===== src/rtl/dmf_pkg.sv =====
package dmf_pkg;

  typedef enum logic [1:0] {
    ST_IDLE = 2'd0,
    ST_WARN = 2'd1,
    ST_BUS  = 2'd2,
    ST_DONE = 2'd3
  } fetch_state_e;

  typedef enum logic [1:0] {
    PH_ADDR = 2'd0,
    PH_HOLD = 2'd1,
    PH_DATA = 2'd2
  } bus_phase_e;

  localparam int TICKS_PER_CYCLE = 3;

endpackage


===== src/rtl/dmf_warn_timer.sv =====
module dmf_warn_timer #(
  parameter int WARN_W = 7
) (
  input  logic              clk,
  input  logic              rst,
  input  logic              tick,
  input  logic              load,
  input  logic              run,
  input  logic [WARN_W-1:0] warn,
  output logic              last
);
  localparam int CNT_W = WARN_W + 2;

  logic [CNT_W-1:0] cnt_q;

  // warn * 3 without a multiplier: warn + 2*warn
  always_ff @(posedge clk) begin
    if (rst) begin
      cnt_q <= '0;
    end else if (tick) begin
      if (load) begin
        cnt_q <= {2'b00, warn} + {1'b0, warn, 1'b0};
      end else if (run && cnt_q != '0) begin
        cnt_q <= cnt_q - 1'b1;
      end
    end
  end

  assign last = (cnt_q == CNT_W'(1));

endmodule


===== src/rtl/dmf_bus_seq.sv =====
module dmf_bus_seq
  import dmf_pkg::*;
#(
  parameter int BUS_W  = 16,
  parameter int COLS   = 40,
  parameter int WARN_W = 7
) (
  input  logic                      clk,
  input  logic                      rst,
  input  logic                      tick,
  input  logic                      start,
  input  logic [BUS_W-1:0]          base,
  input  logic [WARN_W-1:0]         warn,
  input  logic [BUS_W-1:0]          ad_in,
  output logic                      bus_req,
  output logic                      as_n,
  output logic                      uds_n,
  output logic                      lds_n,
  output logic                      rw_rd,
  output logic [BUS_W-1:0]          ad_out,
  output logic                      ad_oe,
  output logic                      fill_half,
  output logic                      done,
  output logic                      wr_en,
  output logic [$clog2(COLS):0]     wr_addr,
  output logic [2*BUS_W-1:0]        wr_data
);
  localparam int COL_W  = $clog2(COLS);
  localparam int WORDS  = 2 * COLS;
  localparam int WORD_W = COL_W + 1;
  localparam logic [WORD_W-1:0] LAST_WORD = WORD_W'(WORDS - 1);

  fetch_state_e       state_q;
  bus_phase_e         phase_q;
  logic [WORD_W-1:0]  word_q;
  logic [BUS_W-1:0]   base_q;
  logic [BUS_W-1:0]   hi_q;
  logic               tmr_last;
  logic               tmr_load;

  assign tmr_load = (state_q == ST_IDLE) && start;

  dmf_warn_timer #(.WARN_W(WARN_W)) u_timer (
    .clk  (clk),
    .rst  (rst),
    .tick (tick),
    .load (tmr_load),
    .run  (state_q == ST_WARN),
    .warn (warn),
    .last (tmr_last)
  );

  always_ff @(posedge clk) begin
    if (rst) begin
      state_q   <= ST_IDLE;
      phase_q   <= PH_ADDR;
      word_q    <= '0;
      base_q    <= '0;
      hi_q      <= '0;
      bus_req   <= 1'b0;
      as_n      <= 1'b1;
      uds_n     <= 1'b1;
      lds_n     <= 1'b1;
      rw_rd     <= 1'b1;
      ad_out    <= '0;
      ad_oe     <= 1'b0;
      fill_half <= 1'b0;
      done      <= 1'b0;
      wr_en     <= 1'b0;
      wr_addr   <= '0;
      wr_data   <= '0;
    end else begin
      done  <= 1'b0;
      wr_en <= 1'b0;
      if (tick) begin
        unique case (state_q)
          ST_IDLE: begin
            if (start) begin
              bus_req <= 1'b1;
              base_q  <= base;
              word_q  <= '0;
              if (warn == '0) begin
                state_q <= ST_BUS;
                phase_q <= PH_ADDR;
                ad_oe   <= 1'b1;
                ad_out  <= base;
              end else begin
                state_q <= ST_WARN;
              end
            end
          end
          ST_WARN: begin
            if (tmr_last) begin
              state_q <= ST_BUS;
              phase_q <= PH_ADDR;
              ad_oe   <= 1'b1;
              ad_out  <= base_q;
            end
          end
          ST_BUS: begin
            unique case (phase_q)
              PH_ADDR: begin
                phase_q <= PH_HOLD;
                as_n    <= 1'b0;
              end
              PH_HOLD: begin
                phase_q <= PH_DATA;
                ad_oe   <= 1'b0;
                uds_n   <= 1'b0;
                lds_n   <= 1'b0;
              end
              default: begin
                uds_n <= 1'b1;
                lds_n <= 1'b1;
                as_n  <= 1'b1;
                if (!word_q[0]) begin
                  hi_q <= ad_in;
                end else begin
                  wr_en   <= 1'b1;
                  wr_addr <= {fill_half, word_q[WORD_W-1:1]};
                  wr_data <= {hi_q, ad_in};
                end
                if (word_q == LAST_WORD) begin
                  state_q <= ST_DONE;
                  phase_q <= PH_ADDR;
                end else begin
                  word_q  <= word_q + 1'b1;
                  phase_q <= PH_ADDR;
                  ad_oe   <= 1'b1;
                  ad_out  <= base_q + BUS_W'(word_q) + BUS_W'(1);
                end
              end
            endcase
          end
          default: begin
            bus_req   <= 1'b0;
            done      <= 1'b1;
            fill_half <= ~fill_half;
            state_q   <= ST_IDLE;
          end
        endcase
      end
    end
  end

endmodule


===== src/rtl/dmf_row_buf.sv =====
module dmf_row_buf #(
  parameter int DATA_W = 32,
  parameter int ADDR_W = 7
) (
  input  logic              clk,
  input  logic              wr_en,
  input  logic [ADDR_W-1:0] wr_addr,
  input  logic [DATA_W-1:0] wr_data,
  input  logic [ADDR_W-1:0] rd_addr,
  output logic [DATA_W-1:0] rd_data
);
  localparam int DEPTH = 1 << ADDR_W;

  logic [DATA_W-1:0] mem [DEPTH];

  always_ff @(posedge clk) begin
    if (wr_en) begin
      mem[wr_addr] <= wr_data;
    end
  end

  always_ff @(posedge clk) begin
    rd_data <= mem[rd_addr];
  end

endmodule


===== src/rtl/dmf_fetch.sv =====
module dmf_fetch #(
  parameter int BUS_W  = 16,
  parameter int COLS   = 40,
  parameter int WARN_W = 7
) (
  input  logic                      clk,
  input  logic                      rst,
  input  logic                      clk_en,
  input  logic                      start,
  input  logic [BUS_W-1:0]          base_addr,
  input  logic [WARN_W-1:0]         warn_ticks,
  output logic                      bus_req,
  output logic                      as_n,
  output logic                      uds_n,
  output logic                      lds_n,
  output logic                      rw_rd,
  output logic [BUS_W-1:0]          ad_out,
  output logic                      ad_oe,
  input  logic [BUS_W-1:0]          ad_in,
  output logic                      fill_half,
  output logic                      done,
  input  logic [$clog2(COLS)-1:0]   disp_col,
  output logic [2*BUS_W-1:0]        disp_data
);
  localparam int COL_W = $clog2(COLS);
  localparam int BUF_AW = COL_W + 1;

  logic               wr_en;
  logic [BUF_AW-1:0]  wr_addr;
  logic [2*BUS_W-1:0] wr_data;
  logic [BUF_AW-1:0]  rd_addr;

  dmf_bus_seq #(.BUS_W(BUS_W), .COLS(COLS), .WARN_W(WARN_W)) u_seq (
    .clk       (clk),
    .rst       (rst),
    .tick      (clk_en),
    .start     (start),
    .base      (base_addr),
    .warn      (warn_ticks),
    .ad_in     (ad_in),
    .bus_req   (bus_req),
    .as_n      (as_n),
    .uds_n     (uds_n),
    .lds_n     (lds_n),
    .rw_rd     (rw_rd),
    .ad_out    (ad_out),
    .ad_oe     (ad_oe),
    .fill_half (fill_half),
    .done      (done),
    .wr_en     (wr_en),
    .wr_addr   (wr_addr),
    .wr_data   (wr_data)
  );

  assign rd_addr = {~fill_half, disp_col};

  dmf_row_buf #(.DATA_W(2*BUS_W), .ADDR_W(BUF_AW)) u_buf (
    .clk     (clk),
    .wr_en   (wr_en),
    .wr_addr (wr_addr),
    .wr_data (wr_data),
    .rd_addr (rd_addr),
    .rd_data (disp_data)
  );

endmodule


===== config.mk =====
export PLATFORM = sky130hd
export DESIGN_NAME = dmf_fetch
export DESIGN_NICKNAME = d
export VERILOG_FILES = /design/src/rtl/dmf_pkg.sv /design/src/rtl/dmf_warn_timer.sv /design/src/rtl/dmf_bus_seq.sv /design/src/rtl/dmf_row_buf.sv /design/src/rtl/dmf_fetch.sv
export SDC_FILE = /design/constraint.sdc
export NUM_CORES = 2
export LEC_CHECK = 0
export CELL_PAD_IN_SITES_DETAIL_PLACEMENT = 0
export CELL_PAD_IN_SITES_GLOBAL_PLACEMENT = 1
export CORE_ASPECT_RATIO = 0.7
export CORE_MARGIN = 4
export CORE_UTILIZATION = 45
export CTS_CLUSTER_SIZE = 24
export DETAILED_ROUTE_END_ITERATION = 8
export GPL_ROUTABILITY_DRIVEN = 0
export PLACE_DENSITY_LB_ADDON = 0.2
export SYNTH_ARGS = -nofsm -noshare
export SYNTH_HDL_FRONTEND = slang
export SYNTH_SLANG_ARGS = --single-unit

===== constraint.sdc =====
create_clock -name clk -period 4.9 [get_ports clk]
set_input_delay 0.98 -clock clk [delete_from_list [all_inputs] [get_ports clk]]
set_output_delay 0.98 -clock clk [all_outputs]
set_load 0.005 [all_outputs]

# Yosys cells after proc, flatten, opt, wreduce, memory -nomap -nowiden
# Memories as Yosys holds them, arrays and structs flattened. A register that Yosys moved wholly into a read port is not among the register bits.
# Cells that the tools add are included.
# word_totals
reg_bits	114
ramBits	4096
inputBits	49
output_inout_bits	56
word_cells	108
n_memories	1
# mem_list
name	words	word_bits	read_ports	rd_clocked_by_memory_dff	write_ports	line_no	source
u_buf.mem	128	32	1	1	1	dmf_row_buf.sv:14	logic [DATA_W-1:0] mem [DEPTH];
# classes
addsub	5
n_eq_ne	13
n_mux	37
bitwise_logic	9
reduce_logical	27
# ops
operator	n
2-to-1 mux 16 bit	5
one-hot mux 16 bit (3 select lines)	1
2-to-1 mux 7 bit	3
2-to-1 mux 9 bit	2
adder 16 x 1 -> 16 bit (second input constant)	1
adder 16 x 7 -> 16 bit	1
2-to-1 mux 2 bit	8
AND reduction 5 bit	3
one-hot mux 7 bit (2 select lines)	1
AND reduction 7 bit	2
one-hot mux 2 bit (3 select lines)	2
AND reduction 3 bit	4
inequality test 2 bit (second input constant)	5
adder 7 x 8 -> 9 bit	1
== test 9 x 1 -> 1 bit (second input constant)	1
2-to-1 mux 1 bit	9
inverter 1 bit	9
nonzero test 9 bit	1
subtractor 9 x 1 -> 9 bit (second input constant)	1
one-hot mux 1 bit (2 select lines)	4
AND reduction 4 bit	2
adder 7 x 1 -> 7 bit (second input constant)	1
== test 7 bit (second input constant)	1
logical NOT 7 bit	1
other kinds (14)	22

# Logic depth before layout (Yosys ltp)
# depth
word_depth	5
mapped_depth	13
depth_no_buf	11

# By module
# Synthesis repeated with hierarchy kept, for this count alone.
# hier_totals
hier_cells	6724
hier_area_um2	162006.6
# by_module_without_submodules
module	instances	cells_each	area_each_um2	seq_area_each_um2
dmf_row_buf	1	5990	156276.1	123638.6
dmf_bus_seq	1	613	4810.9	2102.0
dmf_warn_timer	1	120	915.9	180.2
dmf_fetch	1	1	3.8	0.0

# Least setup slack after synthesis
# OpenSTA, ideal clock, no wires.
# synth_path
path_type	reg2reg
start	reg u_seq.wr_addr[4]
end	mem u_buf.mem[76][0], enable pin
setup_time_ns	0.461
arrival_time_ns	3.074
t_required_ns	4.439
slack_ns	1.365
path_stages_with_launch	5
n_path_buf	0
period_less_slack_ns	3.535
path_cell_list	dfxtp_1 -> nor2_1 -> and3_1 -> nand3_1 -> nor3_1
# synth_rtl
item	line_no	source
from (decl)	dmf_bus_seq.sv:25	output logic [$clog2(COLS):0] wr_addr,
from (signal assigned)	dmf_bus_seq.sv:120	wr_addr <= {fill_half, word_q[WORD_W-1:1]};
to (decl)	dmf_row_buf.sv:14	
# Straight into the memory's write port.

==> metrics.cfg <==
[global_routing]
grt_pass1_wl_um=657000
antenna_found_initial=59
overflow=0
grt_start_max_net_pins=130
grt_use_total_pct=25.1
grt_pass1_vias=81400

[clock_tree]
htree_levels=5
clockBufferDepth=4
cts-buffers-inserted=407
cts_root_buffer=clkbuf_16
insertion_delay_ns=0.93
cts_tree=built
path_clk_slew_ns=0.06
post_cts_buffers=0
postCtsResizedCells=0
cts_sinks=4242
cts_hold_buf=0

[power]
power.total_mw=73.4
switching_share_pct=20.9
leakagePower_nw=50.0
peakVddDrop_mv=0.318
power.internal_mw=58.1
p_sw_mw=15.3
power.share.sequential_pct=53.5
pwr-share-comb_pct=3.4
clkPwrFrac_pct=43.1
pwr_density_cell_nw_per_um2=394

[worst_setup_path]
ff2ff_setup_slack_ns=1.37
r2r.worst_path.cells=4
worst_r2r_endpoint=u_buf.mem[24][1]$_DFFE_PP_
critical_path_arrival_ns=4.89
crit_required_ns=5.70
path_class=in -> reg
crit_fanout=43
r2r_start=u_seq.wr_addr[4]$_SDFFE_PP0P_
cp-end-kind=flop
startpoint_type=primary input

[floorplanning]
die-area_um2=371000
core_area_um2=359000
rows=184
start_util_pct=45.2
pin_count=105
die_x_um=726
die_h_um=511

[sta]
fin_ws_ns=0.813
setup_viol=0
worstMarginPinSlew_ns=1.35
finalCritPeriodShare_pct=83.4
slew_violations=0
fmax_mhz=245
hold_viol=0
period_needed_ns=4.09
fin_tns_setup_ns=0
finalClockSkew_ns=0.0651
slew_headroom_pct=8.81
rsz0062_at_grt=no

[drt]
drt_drc_violations_left=0
drtIter0Drc=12100
antenna_left=0
totalWireLength_um=475000
first_pass_iters=5
vias=84700
wl_per_cell_um=34.6
routed_via_density=6.17

[hold_path]
min_delay_worst_endpoint=u_seq.wr_data[27]$_SDFFE_PP0P_
holdPathStages=2
min_from=u_seq.hi_q[11]$_SDFFE_PP0P_
hold_class=reg -> reg

[job]
drv_cap=0

[placed_design]
dp_slack_ns=-0.113
io_buffers=103
dp_cells=13000
dp_hpwl_um=279000

[yosys]
synth_seq_cells=4242
synth_area_um2=162000
synth_cells=8114
synth_ff_type=edfxtp_1
ys_seq_area_share_pct=77.5
syn_nets=8191
yosys.cell_types.count=67
yosysWarnings=0
synth_edf_count=4096
syn_avg_cell_area_um2=20.0
synthArstFlopShare_pct=0

[finish]
drive_above_1_share_pct=21.7
areaGrowthSynthToFinish_pct=14.8
nets=8707
final_cell_mix=4,096 x edfxtp_1, 787 x mux2i_1, 680 x mux4_2
final_util_pct=51.9
stdcell_count=13700
final_common_cell=edfxtp_1
fill_cells=28100

[outcome]
status=complete, no violations

==> how the worst max path moves through the flow <==
stage,from,endpoint,slack (ns),cells past startpoint
after floorplan,u_seq.wr_addr[4]$_SDFFE_PP0P_,u_buf.mem[76][0]$_DFFE_PP_,1.37,4
after CTS,disp_col[0],u_buf.rd_data[10]$_DFF_P_,0.90,7
after global placement,disp_col[0],u_buf.rd_data[10]$_DFF_P_,-0.05,7
after detailed placement,disp_col[0],u_buf.rd_data[10]$_DFF_P_,-0.11,7
final,disp_col[0],u_buf.rd_data[10]$_DFF_P_,0.81,7
after global routing,disp_col[0],u_buf.rd_data[10]$_DFF_P_,0.77,7
==> area by class of cell <==
| cell class | instances | area [um^2] | share of cell area, % |
|---|---|---|---|
| timing repair buffer | 574 | 5530 | 2.97 |
| multi-input combinational | 3374 | 35400 | 19.0 |
| inverter | 31 | 116 | 0.0624 |
| antenna | 13 | 32.5 | 0.0175 |
| clock buffer | 507 | 10800 | 5.81 |
| sequential | 4242 | 126000 | 67.6 |
| tap | 4743 | 5930 | 3.18 |
| clock inverter | 247 | 2480 | 1.33 |
==> registers in the layout, summed over array words and instances, names as in the netlist <==
signal and count:
u_seq.u_timer.cnt_q 9, u_seq.ad_oe 1, u_seq.bus_req 1, u_buf.rd_data 32, u_seq.done 1, u_seq.phase_q 2
u_seq.state_q 2, u_seq.hi_q 16, u_seq.base_q 16, u_seq.uds_n 1, u_seq.wr_addr 7, u_seq.ad_out 16
u_seq.as_n 1, u_buf.mem 4096, u_seq.fill_half 1, u_seq.wr_data 32, u_seq.wr_en 1, u_seq.word_q 7
==> metrics by stage <==
step,area (um^2),hold WS (ns)
after detailed placement,173000,0.433
after floorplan,162000,0.432
after global routing,186000,0.471
after CTS,186000,0.447
final,186000,0.445
after global placement,173000,0.427
==> per-layer routing <==
layer	vias to the layer above	routed length, um	GRT usage [%]
li1	34500	-	-
met1	45300	208000	39.4
met2	4296	204000	35.7
met3	550	53500	6.38
met4	16	9940	4.99
met5	-	92	0
==> cells by family after synthesis <==
group                    after synthesis  share of synthesized area, %
AO/OA/AOI/OAI                        885                          3.75
XOR/XNOR                              16                        0.0863
adder cells (fa/ha/maj)               28                         0.225
buffers and inverters                498                          1.33
flip-flops                          4242                          77.5
multiplexers                        1471                          14.3
other                                  1                       0.00231
AND/OR/NAND/NOR                      973                          2.77
==> worst max-delay path, cell delays in order <==
cell	delay [ns]
buf_8	0.40
buf_12	0.40
buf_4	0.36
mux4_2	0.53
a22oi_1	0.58
a41oi_1	0.77
or4_1	0.73
==> cell usage after synthesis (all sizes together), types with 7 or more instances <==
cell	count	area share, %
a22oi	411	1.9
inv	30	0.069
edfxtp	4096	76
nor3	19	0.059
nor2b	68	0.26
and2	12	0.046
mux2i	787	4.9
a211oi	77	0.36
dfxtp	146	1.8
nand2b	9	0.035
ha	26	0.20
buf	207	0.65
or4	30	0.14
a41oi	29	0.16
a221oi	34	0.18
xor2	13	0.070
nand2	396	0.92
a21oi	236	0.73
a31oi	30	0.12
clkbuf	260	0.60
mux4	680	9.4
o21ai	19	0.059
nor2	178	0.41
nand3b	7	0.032
nand3	159	0.49
nand4	71	0.27
==> power groups by stage <==
stage                     Clock (mW)  Sequential (mW)  Combinational (mW)
after global placement             0             40.0                2.48
after CTS                       32.2             39.3                2.49
final                           31.7             39.3                2.48
after floorplan                    0             40.0                1.38
after global routing            33.7             39.2                2.61
after detailed placement           0             40.0                2.49
Note: power is estimated with default switching activity, not from simulation.
